### config.mk
export PLATFORM = sky130hd
export DESIGN_NAME = dma_enable_ctl
export DESIGN_NICKNAME = d
export VERILOG_FILES = /design/src/rtl/dma_ctl_pkg.sv /design/src/rtl/dma_ctl_datapath.sv /design/src/rtl/dma_ctl_control.sv /design/src/rtl/dma_enable_ctl.sv
export SDC_FILE = /design/constraint.sdc
export NUM_CORES = 1
export LEC_CHECK = 0
export BUFFER_PORTS_ARGS = -buffer_cell sky130_fd_sc_hd__buf_2
export CORE_MARGIN = 5
export CORE_UTILIZATION = 57
export CTS_BUF_LIST = sky130_fd_sc_hd__clkbuf_8
export DETAILED_ROUTE_END_ITERATION = 6
export GPL_TIMING_DRIVEN = 0
export PLACE_DENSITY = 0.85
export SLEW_MARGIN = 25
export SYNTH_ARGS = -nofsm -noshare
export SYNTH_HDL_FRONTEND = slang
export SYNTH_HIERARCHICAL = 1
export SYNTH_SLANG_ARGS = --single-unit
### constraint.sdc
create_clock -name clk -period 3.25 [get_ports clk]
set_input_delay 0.4875 -clock clk [delete_from_list [all_inputs] [get_ports clk]]
set_output_delay 0.4875 -clock clk [all_outputs]
set_load 0.02 [all_outputs]
### src/rtl/dma_ctl_pkg.sv
package dma_ctl_pkg;
  localparam int REG_W      = 16;
  localparam int CH_N       = 4;
  localparam int SEL_BIT    = 15;
  localparam int MASTER_BIT = 9;
  localparam int GAP_LIMIT  = 2;
  localparam int GAP_W      = $clog2(GAP_LIMIT + 1);

  // Strobes from control to datapath
  typedef struct packed {
    logic [REG_W-1:0] setMask;
    logic [REG_W-1:0] clrMask;
    logic [CH_N-1:0]  gapInc;
    logic [CH_N-1:0]  gapClr;
  } ctlStrobe_t;

  // Status from datapath to control
  typedef struct packed {
    logic [CH_N-1:0] active;
    logic [CH_N-1:0] activeQ;
    logic [CH_N-1:0] gapFull;
  } dpStatus_t;
endpackage

### src/rtl/dma_ctl_datapath.sv
module dma_ctl_datapath
  import dma_ctl_pkg::*;
(
  input  logic             clk,
  input  logic             rstN,
  input  ctlStrobe_t       strobe,
  output logic [REG_W-1:0] regQ,
  output dpStatus_t        status
);
  localparam logic [GAP_W-1:0] GAP_TOP = GAP_W'(GAP_LIMIT);

  logic [CH_N-1:0] activeNow;
  logic [CH_N-1:0] activeDly;
  logic [CH_N-1:0] gapFullVec;

  always_ff @(posedge clk) begin
    if (!rstN) regQ <= '0;
    else       regQ <= (regQ & ~strobe.clrMask) | strobe.setMask;
  end

  assign activeNow = regQ[CH_N-1:0] & {CH_N{regQ[MASTER_BIT]}};

  always_ff @(posedge clk) begin
    if (!rstN) activeDly <= '0;
    else       activeDly <= activeNow;
  end

  // Per-channel gap counter; starts full so the first enable restarts
  for (genvar ch = 0; ch < CH_N; ch++) begin : gGap
    logic [GAP_W-1:0] gapCnt;
    always_ff @(posedge clk) begin
      if (!rstN)                                   gapCnt <= GAP_TOP;
      else if (strobe.gapClr[ch])                  gapCnt <= '0;
      else if (strobe.gapInc[ch] && gapCnt != GAP_TOP) gapCnt <= gapCnt + 1'b1;
    end
    assign gapFullVec[ch] = (gapCnt == GAP_TOP);
  end

  assign status.active  = activeNow;
  assign status.activeQ = activeDly;
  assign status.gapFull = gapFullVec;
endmodule

### src/rtl/dma_ctl_control.sv
module dma_ctl_control
  import dma_ctl_pkg::*;
(
  input  logic             wrEn,
  input  logic [REG_W-1:0] wrData,
  input  logic [CH_N-1:0]  sampleTick,
  input  dpStatus_t        status,
  output ctlStrobe_t       strobe,
  output logic [CH_N-1:0]  restartPulse
);
  localparam logic [REG_W-1:0] STORE_MASK = ~(REG_W'(1) << SEL_BIT);

  logic setMode;
  logic clrMode;

  assign setMode = wrEn &  wrData[SEL_BIT];
  assign clrMode = wrEn & ~wrData[SEL_BIT];

  always_comb begin
    strobe.setMask = setMode ? (wrData & STORE_MASK) : '0;
    strobe.clrMask = clrMode ? wrData : '0;
    strobe.gapInc  = sampleTick & ~status.active;
    strobe.gapClr  = status.active;
  end

  for (genvar ch = 0; ch < CH_N; ch++) begin : gRestart
    assign restartPulse[ch] = status.active[ch] & ~status.activeQ[ch] & status.gapFull[ch];
  end
endmodule

### src/rtl/dma_enable_ctl.sv
module dma_enable_ctl
  import dma_ctl_pkg::*;
(
  input  logic             clk,
  input  logic             rstN,
  input  logic             wrEn,
  input  logic [REG_W-1:0] wrData,
  output logic [REG_W-1:0] rdData,
  input  logic [CH_N-1:0]  sampleTick,
  output logic [CH_N-1:0]  chanActive,
  output logic [CH_N-1:0]  restartPulse
);
  ctlStrobe_t strobe;
  dpStatus_t  status;

  dma_ctl_control u_ctl (
    .wrEn(wrEn), .wrData(wrData), .sampleTick(sampleTick),
    .status(status), .strobe(strobe), .restartPulse(restartPulse)
  );

  dma_ctl_datapath u_dp (
    .clk(clk), .rstN(rstN), .strobe(strobe), .regQ(rdData), .status(status)
  );

  assign chanActive = status.active;
endmodule

==> results.py, run 1 <==
metrics = {
    "synthesis": {
        "ys.warnings.count": 6,
        "yosys.area_share.simple_pct": 39.4,
        "synth_top_family_by_area": "simple AND/OR/NAND/NOR gates",
        "avgSynthCellArea_um2": 9.99,
        "synth_top_flop_cell": "dfxtp_1",
        "synthTopCellsByCount": "dfxtp_1, nor2b_1, o21a_1",
        "synth.area.top_cells": "dfxtp_1, and3b_2, nor2b_1",
        "synthAdderAreaFrac_pct": 3.25,
        "synth_edf_count": 0,
        "synthDistinctLibCells": 19,
        "synthArstFlopShare_pct": 0,
        "yosysTopAreaCellShare_pct": 36.5,
        "synth_top_area_cell": "dfxtp_1",
        "syn_area_mm2": 0.00154,
        "yosys.cell_count.top_type": "dfxtp_1",
        "synthMuxAreaShare_pct": 0,
        "synthesis.instances": 154,
        "synth-seq-cells": 28,
        "synth_compound_area_share_pct": 11.1,
        "synth_xor_area_share_pct": 2.28,
        "seq_area_frac_synth_pct": 36.5,
    },
    "layout": {
        "seqCellArea_um2": 561,
        "drive_above_1_share_pct": 46.5,
        "fin_nets": 230,
        "area_growth_pct": 20.3,
        "multi_input_area_um2": 868,
        "nFillCells": 210,
        "n_antenna_cell": 0,
    },
    "sta": {
        "drv_slew": 0,
        "fmax_ghz": 0.557,
        "setup_slack_ns": 1.45,
        "grt_setup_unrepaired": "false",
        "setup_tns_ns": 0,
        "fin_crit_ns": 1.80,
        "worst_clock_skew_ns": 0.00359,
        "setup_viol": 0,
        "fin_crit_sh_pct": 55.2,
        "hold_viol_final": 0,
    },
    "clocking": {
        "tritoncts": "built",
        "clk_latency_ns": 0.27,
        "cts_inserted_buffers": 3,
        "cts_root_buffer": "clkbuf_8",
        "clkTransAtPathRegs_ns": 0.09,
        "clock-sinks": 28,
        "htree_levels": 1,
        "post_cts_resized": 0,
        "post_cts_buffers": 0,
        "clock_path_buffers": 2,
        "cts_hold_buf": 0,
    },
    "route": {
        "firstDrtPassIters": 4,
        "ant_nets": 0,
        "drc_errors": 0,
        "viasPerCell": 5.18,
        "vias": 1202,
        "wl_per_cell_um": 13.5,
        "drt_iter0_drc": 35,
        "wl_mm": 3.13,
    },
    "floorplanning": {
        "start_util_pct": 61.0,
        "die-area_mm2": 0.00384,
        "rows": 18,
        "core-area_mm2": 0.00252,
        "die_h_um": 61.9,
        "fp.dieW_um": 61.9,
        "io_pins": 47,
    },
    "critical_path": {
        "r2r_slack_ns": 1.91,
        "crit_type": "reg2out",
        "crit_slowest_cell": "dfxtp_1",
        "arrival_ns": 1.31,
        "path_cells": "and2_1, and3b_1, buf_2",
        "start_kind": "register",
        "critPathMaxFanout": 10,
        "end_kind": "output port",
        "crit_path_max_incr_delay_ns": 0.48,
        "critPathTopFamily": "flip-flops",
        "critical_path_buf_inv_count": 1,
        "cp.required_ns": 2.76,
    },
    "power_and_ir_drop": {
        "power.density_mw_per_mm2": 368,
        "ir_drop_mv": 0.290,
        "power.total_mw": 0.680,
        "power_leakage_nw": 0.973,
    },
    "grt": {
        "antenna_found_initial": 0,
        "grt_pass1_vias": 1181,
        "overflow": 0,
        "grt_use_met2_pct": 31.8,
        "top_usage_layer": "met2",
        "met1_usage_pct": 20.5,
        "grt_max_degree": 16,
        "grt_pass1_wl_mm": 5.06,
        "grtUsageMet3_pct": 3.72,
        "grt_util_all_layers_pct": 17.8,
    },
    "placement": {
        "place.gp.congestion": 0.689,
        "detailedPlace.worstSlack_ns": 1.76,
        "io_buffers": 43,
        "place_hpwl_mm": 2.37,
    },
    "run": {
        "cap_violations": 0,
    },
    "worst_hold_path": {
        "hold_path_class": "reg2reg",
    },
    "run_status": {
        "status": "complete, no violations",
    },
}
path summary, 6_finish.rpt:
kind                                               to  cells after the start                    start
setup / recovery                      restartPulse[0]                      3  u_dp/regQ[9]$_SDFF_PN0_
hold / removal           u_dp/activeDly[0]$_SDFF_PN0_                      1  u_dp/regQ[0]$_SDFF_PN0_
setup reg to reg  u_dp/gGap[1].gapCnt[1]$_SDFFE_PN1P_                      5  u_dp/regQ[9]$_SDFF_PN0_
hold reg to reg          u_dp/activeDly[0]$_SDFF_PN0_                      1  u_dp/regQ[0]$_SDFF_PN0_
through the flow:
stage          hold WS [ns]  util [%]  instance area, um2  instances
2_1_floorplan         0.525         -                1540        155
3_3_place_gp          0.487      71.1                1790        228
3_5_place_dp          0.488      71.1                1790        228
4_1_cts               0.510      73.3                1850        232
5_1_grt               0.537      73.3                1850        232
6_report              0.512      73.3                1850        232
layer usage:
metal	share of wire, %	wire [um]
met5	0	0
met4	1.2	38
met3	5.5	171
met2	52	1610
met1	42	1310
area by class of cell:
| class | instances | area share (%) |
|---|---|---|
| multi-input combinational | 108 | 47.0 |
| sequential | 28 | 30.3 |
| buffer | 15 | 5.28 |
| clock buffer | 4 | 2.98 |
| timing repair buffer | 43 | 11.6 |
| inverter | 4 | 0.812 |
| tap | 30 | 2.03 |
cell families after synthesis:
| group | count (synthesis) |
|---|---|
| AO/OA/AOI/OAI | 20 |
| XOR/XNOR | 4 |
| AND/OR/NAND/NOR | 78 |
| flip-flops | 28 |
| other | 1 |
| adder cells (fa/ha/maj) | 4 |
| buffers and inverters | 19 |
state kept, by name, summed over array words and instances (netlist names):
| name | flops |
|---|---|
| u_dp/regQ | 16 |
| u_dp/activeDly | 4 |
| u_dp/gGap.gapCnt | 8 |
where the power goes:
part           switching, mW  internal [mW]  total (mW)
sequential           0.00731          0.355       0.362
combinational         0.0517         0.0532       0.105
clock                  0.105          0.108       0.213
cell usage in the layout, fill, tap and decap left out, drive strengths merged:
| cell | instances |
|---|---|
| ha | 4 |
| and3 | 19 |
| buf | 57 |
| nor2b | 24 |
| inv | 4 |
| conb | 2 |
| nor3b | 4 |
| o31ai | 4 |
| o21a | 16 |
| and2 | 8 |
| xnor2 | 4 |
| nor2 | 4 |
| and3b | 19 |
| dfxtp | 28 |
| clkbuf | 5 |
No activity file was read; power rests on OpenSTA's default activity.
==> inputs of run 2 (changes only) <==
- CORE_UTILIZATION: 57 -> 53
- PLACE_DENSITY: 0.85 -> 0.8
- clock period: 3.25 -> 1.8 ns (I/O delays scaled with it)
==> run 2 against run 1 <==
Against the previous run: via count down 0.17%; register-to-register slack worse by 1.4 ns; critical path depth unchanged; clock skew up 0.0058 ns; clock power up 81%; sequential power up 80%; critical path type unchanged; largest power group unchanged.
==> results.py, run 2 (same netlist as run 1, synthesis figures left out) <==
metrics = {
    "run_status": {
        "status": "complete, no violations",
    },
    "clocking": {
        "cts_root_buffer": "clkbuf_8",
        "post_cts_resized": 0,
        "cts_inserted_buffers": 3,
        "clkTransAtPathRegs_ns": 0.09,
        "clk_latency_ns": 0.28,
        "clock-sinks": 28,
        "tritoncts": "built",
        "post_cts_buffers": 0,
        "clock_path_buffers": 2,
        "htree_levels": 1,
        "cts_hold_buf": 0,
    },
    "power_and_ir_drop": {
        "power.density_mw_per_mm2": 664,
        "p_sw_mw": 0.296,
        "switching_share_pct": 24.1,
        "clkPwrFrac_pct": 31.4,
        "ir_drop_mv": 0.887,
        "power_leakage_nw": 0.973,
        "power_frac_comb_pct": 15.5,
        "p_int_mw": 0.933,
        "power.share.sequential_pct": 53.2,
    },
    "layout": {
        "nFillCells": 227,
        "n_antenna_cell": 0,
        "reg_top3": "u_dp/regQ (16), u_dp/gGap.gapCnt (8), u_dp/activeDly (4)",
        "layout_common_cells": "buf_2, dfxtp_1, nor2b_1",
        "top_register": "u_dp/regQ",
        "drive_above_1_share_pct": 46.5,
        "area_growth_pct": 20.3,
        "fin_nets": 230,
        "final_common_cell": "buf_2",
        "largest_reg_flops": 16,
        "final_util_pct": 67.1,
        "fin_area_mm2": 0.00185,
    },
    "sta": {
        "worst_clock_skew_ns": 0.00942,
        "fin_crit_sh_pct": 88.2,
        "grt_setup_unrepaired": "false",
        "hold_viol_final": 0,
        "hold_ws_ns": 0.313,
        "fmax_ghz": 0.630,
        "fin_crit_ns": 1.59,
        "setup_viol": 0,
        "drv_slew": 0,
        "setup_tns_ns": 0,
    },
    "route": {
        "vias": 1200,
        "drt_iter0_drc": 21,
        "wl_mm": 3.17,
        "firstDrtPassIters": 4,
        "viasPerCell": 5.15,
        "wl_per_cell_um": 13.6,
        "ant_nets": 0,
        "drc_errors": 0,
    },
    "grt": {
        "antenna_found_initial": 0,
        "overflow": 0,
        "grt_max_degree": 16,
        "grt_util_all_layers_pct": 16.9,
        "grt_pass1_vias": 1261,
        "grt_pass1_wl_mm": 5.59,
    },
    "floorplanning": {
        "io_pins": 47,
        "start_util_pct": 55.8,
        "die-area_mm2": 0.00408,
        "core-area_mm2": 0.00276,
        "die_h_um": 63.9,
        "fp.dieW_um": 63.9,
        "rows": 19,
    },
    "critical_path": {
        "end_kind": "output port",
        "start_kind": "register",
        "crit_type": "reg2out",
        "critPathMaxFanout": 10,
        "arrival_ns": 1.32,
        "cp.required_ns": 1.53,
    },
    "placement": {
        "placedInstanceArea_mm2": 0.00180,
        "io_buffers": 43,
        "place.gp.congestion": 0.698,
        "place_hpwl_mm": 2.50,
    },
    "worst_hold_path": {
        "hold_path_class": "in2reg",
    },
    "run": {
        "cap_violations": 0,
    },
}
## run 2: cell counts in the layout (fill, tap and decap cells not counted)
Identical to the previous run, type by type.
## run 2: final timing paths
check | startpoint | endpoint | slack, ns | depth (start not counted)
min reg2reg | u_dp/regQ[3]$_SDFF_PN0_ | u_dp/activeDly[3]$_SDFF_PN0_ | 0.52 | 1
max reg2reg | u_dp/regQ[9]$_SDFF_PN0_ | u_dp/gGap[1].gapCnt[1]$_SDFFE_PN1P_ | 0.48 | 5
max | u_dp/regQ[9]$_SDFF_PN0_ | restartPulse[1] | 0.21 | 3
min | rstN | u_dp/activeDly[3]$_SDFF_PN0_ | 0.31 | 2
## run 2: metal layers
metal	wire [um]	share of wire, %	GRT usage (%)
met2	1660	52	30.9
met1	1260	40	17.6
met5	0	0	0
met4	53	1.7	7.01
met3	200	6.3	5.25
## run 2: final cells by class
| cell class | count | area, um2 | area share, % |
|---|---|---|---|
| Clock buffer | 4 | 55.1 | 2.97 |
| Timing Repair Buffer | 43 | 215 | 11.6 |
| Multi-Input combinational cell | 108 | 868 | 46.9 |
| Buffer | 15 | 97.6 | 5.27 |
| Inverter | 4 | 15.0 | 0.811 |
| Tap cell | 31 | 38.8 | 2.10 |
| Sequential cell | 28 | 561 | 30.3 |
## run 2: worst max-delay path, cell delays in order (launching register included)
cell and delay, ns:
dfxtp_1 0.48, and2_1 0.24, and3b_1 0.17, buf_2 0.16
## run 2: power by group through the flow
stage	clock (mW)	combinational, mW	sequential (mW)
CTS	0.400	0.191	0.654
finish	0.385	0.190	0.653
floorplan	0	0.105	0.688
global route	0.432	0.207	0.658
detailed placement	0	0.191	0.668
global placement	0	0.183	0.666
## run 2: metrics by stage
stage	worst slack, ns	power, mW	cells
after floorplan	0.383	0.794	155
after global placement	0.569	0.849	229
final	0.212	1.23	233
after global routing	0.0837	1.30	233
after CTS	0.187	1.24	233
after detailed placement	0.502	0.858	229
==> inputs of run 3 (changes only) <==
- HOLD_SLACK_MARGIN: default -> 0.06
- PLACE_DENSITY: 0.8 -> default
- PLACE_DENSITY_LB_ADDON: default -> 0.15
==> run 3 against run 2 <==
Against the previous run: critical path depth did not move; register-to-register slack got worse by 0.02 ns; final cell count fell by 0.43%; global-route usage fell by 0.63 points.
==> results.py, run 3 (same netlist as run 1, synthesis figures left out) <==
metrics = {
    "power_and_ir_drop": {
        "power_leakage_nw": 0.966,
        "power.density_mw_per_mm2": 633,
        "power.total_mw": 1.16,
        "ir_drop_mv": 0.423,
    },
    "floorplanning": {
        "fp.dieW_um": 63.9,
        "die_h_um": 63.9,
        "start_util_pct": 55.8,
        "die-area_mm2": 0.00408,
        "io_pins": 47,
        "rows": 19,
        "core-area_mm2": 0.00276,
    },
    "critical_path": {
        "reg2reg_to": "u_dp/gGap[3].gapCnt[1]$_SDFFE_PN1P_",
        "crit_type": "reg2out",
        "worst-r2r-cell-count": 5,
        "arrival_ns": 1.33,
        "cp.required_ns": 1.53,
        "end_kind": "output port",
        "r2r_start": "u_dp/regQ[9]$_SDFF_PN0_",
        "start_kind": "register",
        "crit_slowest_cell": "dfxtp_1",
        "r2r_slack_ns": 0.46,
        "critical_path_buf_inv_count": 1,
        "crit_path_max_incr_delay_ns": 0.51,
        "critPathMaxFanout": 10,
        "critPathTopFamily": "flip-flops",
        "path_cells": "and2_1, and3b_1, buf_2",
    },
    "route": {
        "wl_per_cell_um": 13.7,
        "vias": 1199,
        "route.met2.wl_mm": 1.73,
        "highest_layer": "met4",
        "wl_mm": 3.17,
        "drc_errors": 0,
        "drt_iter0_drc": 20,
        "ant_nets": 0,
        "m1WireLength_mm": 1.20,
        "viasPerCell": 5.17,
        "firstDrtPassIters": 4,
        "dr_wl_met3_um": 216,
    },
    "worst_hold_path": {
        "min_path_cells": 2,
        "hp-start": "rstN",
        "min_to": "u_dp/activeDly[3]$_SDFF_PN0_",
        "hold_path_class": "in2reg",
    },
    "clocking": {
        "post_cts_buffers": 0,
        "clock_path_buffers": 2,
        "clock-sinks": 28,
        "cts_root_buffer": "clkbuf_8",
        "htree_levels": 1,
        "clk_latency_ns": 0.26,
        "tritoncts": "built",
        "clkTransAtPathRegs_ns": 0.09,
        "cts_hold_buf": 0,
        "post_cts_resized": 0,
        "cts_inserted_buffers": 3,
    },
    "layout": {
        "largest_reg_flops": 16,
        "nFillCells": 250,
        "layout_common_cells": "buf_2, dfxtp_1, nor2b_1",
        "n_antenna_cell": 0,
        "reg_top3": "u_dp/regQ (16), u_dp/gGap.gapCnt (8), u_dp/activeDly (4)",
        "drive_above_1_share_pct": 46.3,
        "top_register": "u_dp/regQ",
        "area_growth_pct": 19.4,
        "fin_nets": 230,
        "fin_area_mm2": 0.00184,
        "final_util_pct": 66.6,
        "final_common_cell": "buf_2",
    },
    "sta": {
        "fmax_ghz": 0.626,
        "setup_viol": 0,
        "fin_crit_sh_pct": 88.7,
        "hold_viol_final": 0,
        "setup_tns_ns": 0,
        "drv_slew": 0,
        "worst_clock_skew_ns": 0.00290,
        "grt_setup_unrepaired": "false",
        "fin_crit_ns": 1.60,
    },
    "grt": {
        "overflow": 0,
        "grt_util_all_layers_pct": 16.3,
        "grt_pass1_wl_mm": 5.53,
        "grt_pass1_vias": 1300,
        "antenna_found_initial": 0,
        "grt_max_degree": 15,
    },
    "placement": {
        "placedInstanceArea_mm2": 0.00180,
        "io_buffers": 43,
        "place.gp.congestion": 0.728,
        "place_hpwl_mm": 2.48,
    },
    "run": {
        "cap_violations": 0,
    },
    "run_status": {
        "status": "complete, no violations",
    },
}
==> run 3: report_power, final <==
group | switching (mW) | internal (mW)
clock | 0.170 | 0.149
sequential | 0.0131 | 0.641
combinational | 0.0933 | 0.0962
==> run 3: routing by layer <==
metal,track usage (%),vias up
li1,-,607
met1,17.2,564
met2,31.7,26
met3,3.33,2
met4,4.68,0
met5,0,-
==> run 3: area by class of cell <==
cell class	instances	area [um2]	share of cell area (%)
buffer	15	97.6	5.31
clock buffer	3	41.3	2.25
inverter	4	15.0	0.817
multi-input combinational	108	868	47.3
sequential	28	561	30.5
tap	31	38.8	2.11
timing repair buffer	43	215	11.7
==> run 3: how the worst max path moves through the flow <==
| stage | from | endpoint | slack [ns] | cells past startpoint |
|---|---|---|---|---|
| floorplan | u_dp/regQ[9]$_SDFF_PN0_ | u_dp/gGap[0].gapCnt[1]$_SDFFE_PN1P_ | 0.38 | 5 |
| global placement | u_dp/regQ[9]$_SDFF_PN0_ | restartPulse[3] | 0.51 | 3 |
| detailed placement | u_dp/regQ[9]$_SDFF_PN0_ | u_dp/gGap[3].gapCnt[1]$_SDFFE_PN1P_ | 0.47 | 5 |
| CTS | u_dp/regQ[9]$_SDFF_PN0_ | restartPulse[3] | 0.19 | 3 |
| global route | u_dp/regQ[9]$_SDFF_PN0_ | restartPulse[3] | 0.08 | 3 |
| finish | u_dp/regQ[9]$_SDFF_PN0_ | restartPulse[1] | 0.20 | 3 |
==> run 3: through the flow <==
stage | setup WS (ns) | hold slack [ns] | instances
global placement | 0.506 | 0.492 | 229
finish | 0.203 | 0.317 | 232
floorplan | 0.383 | 0.525 | 155
CTS | 0.192 | 0.325 | 232
global route | 0.0824 | 0.331 | 232
detailed placement | 0.470 | 0.495 | 229
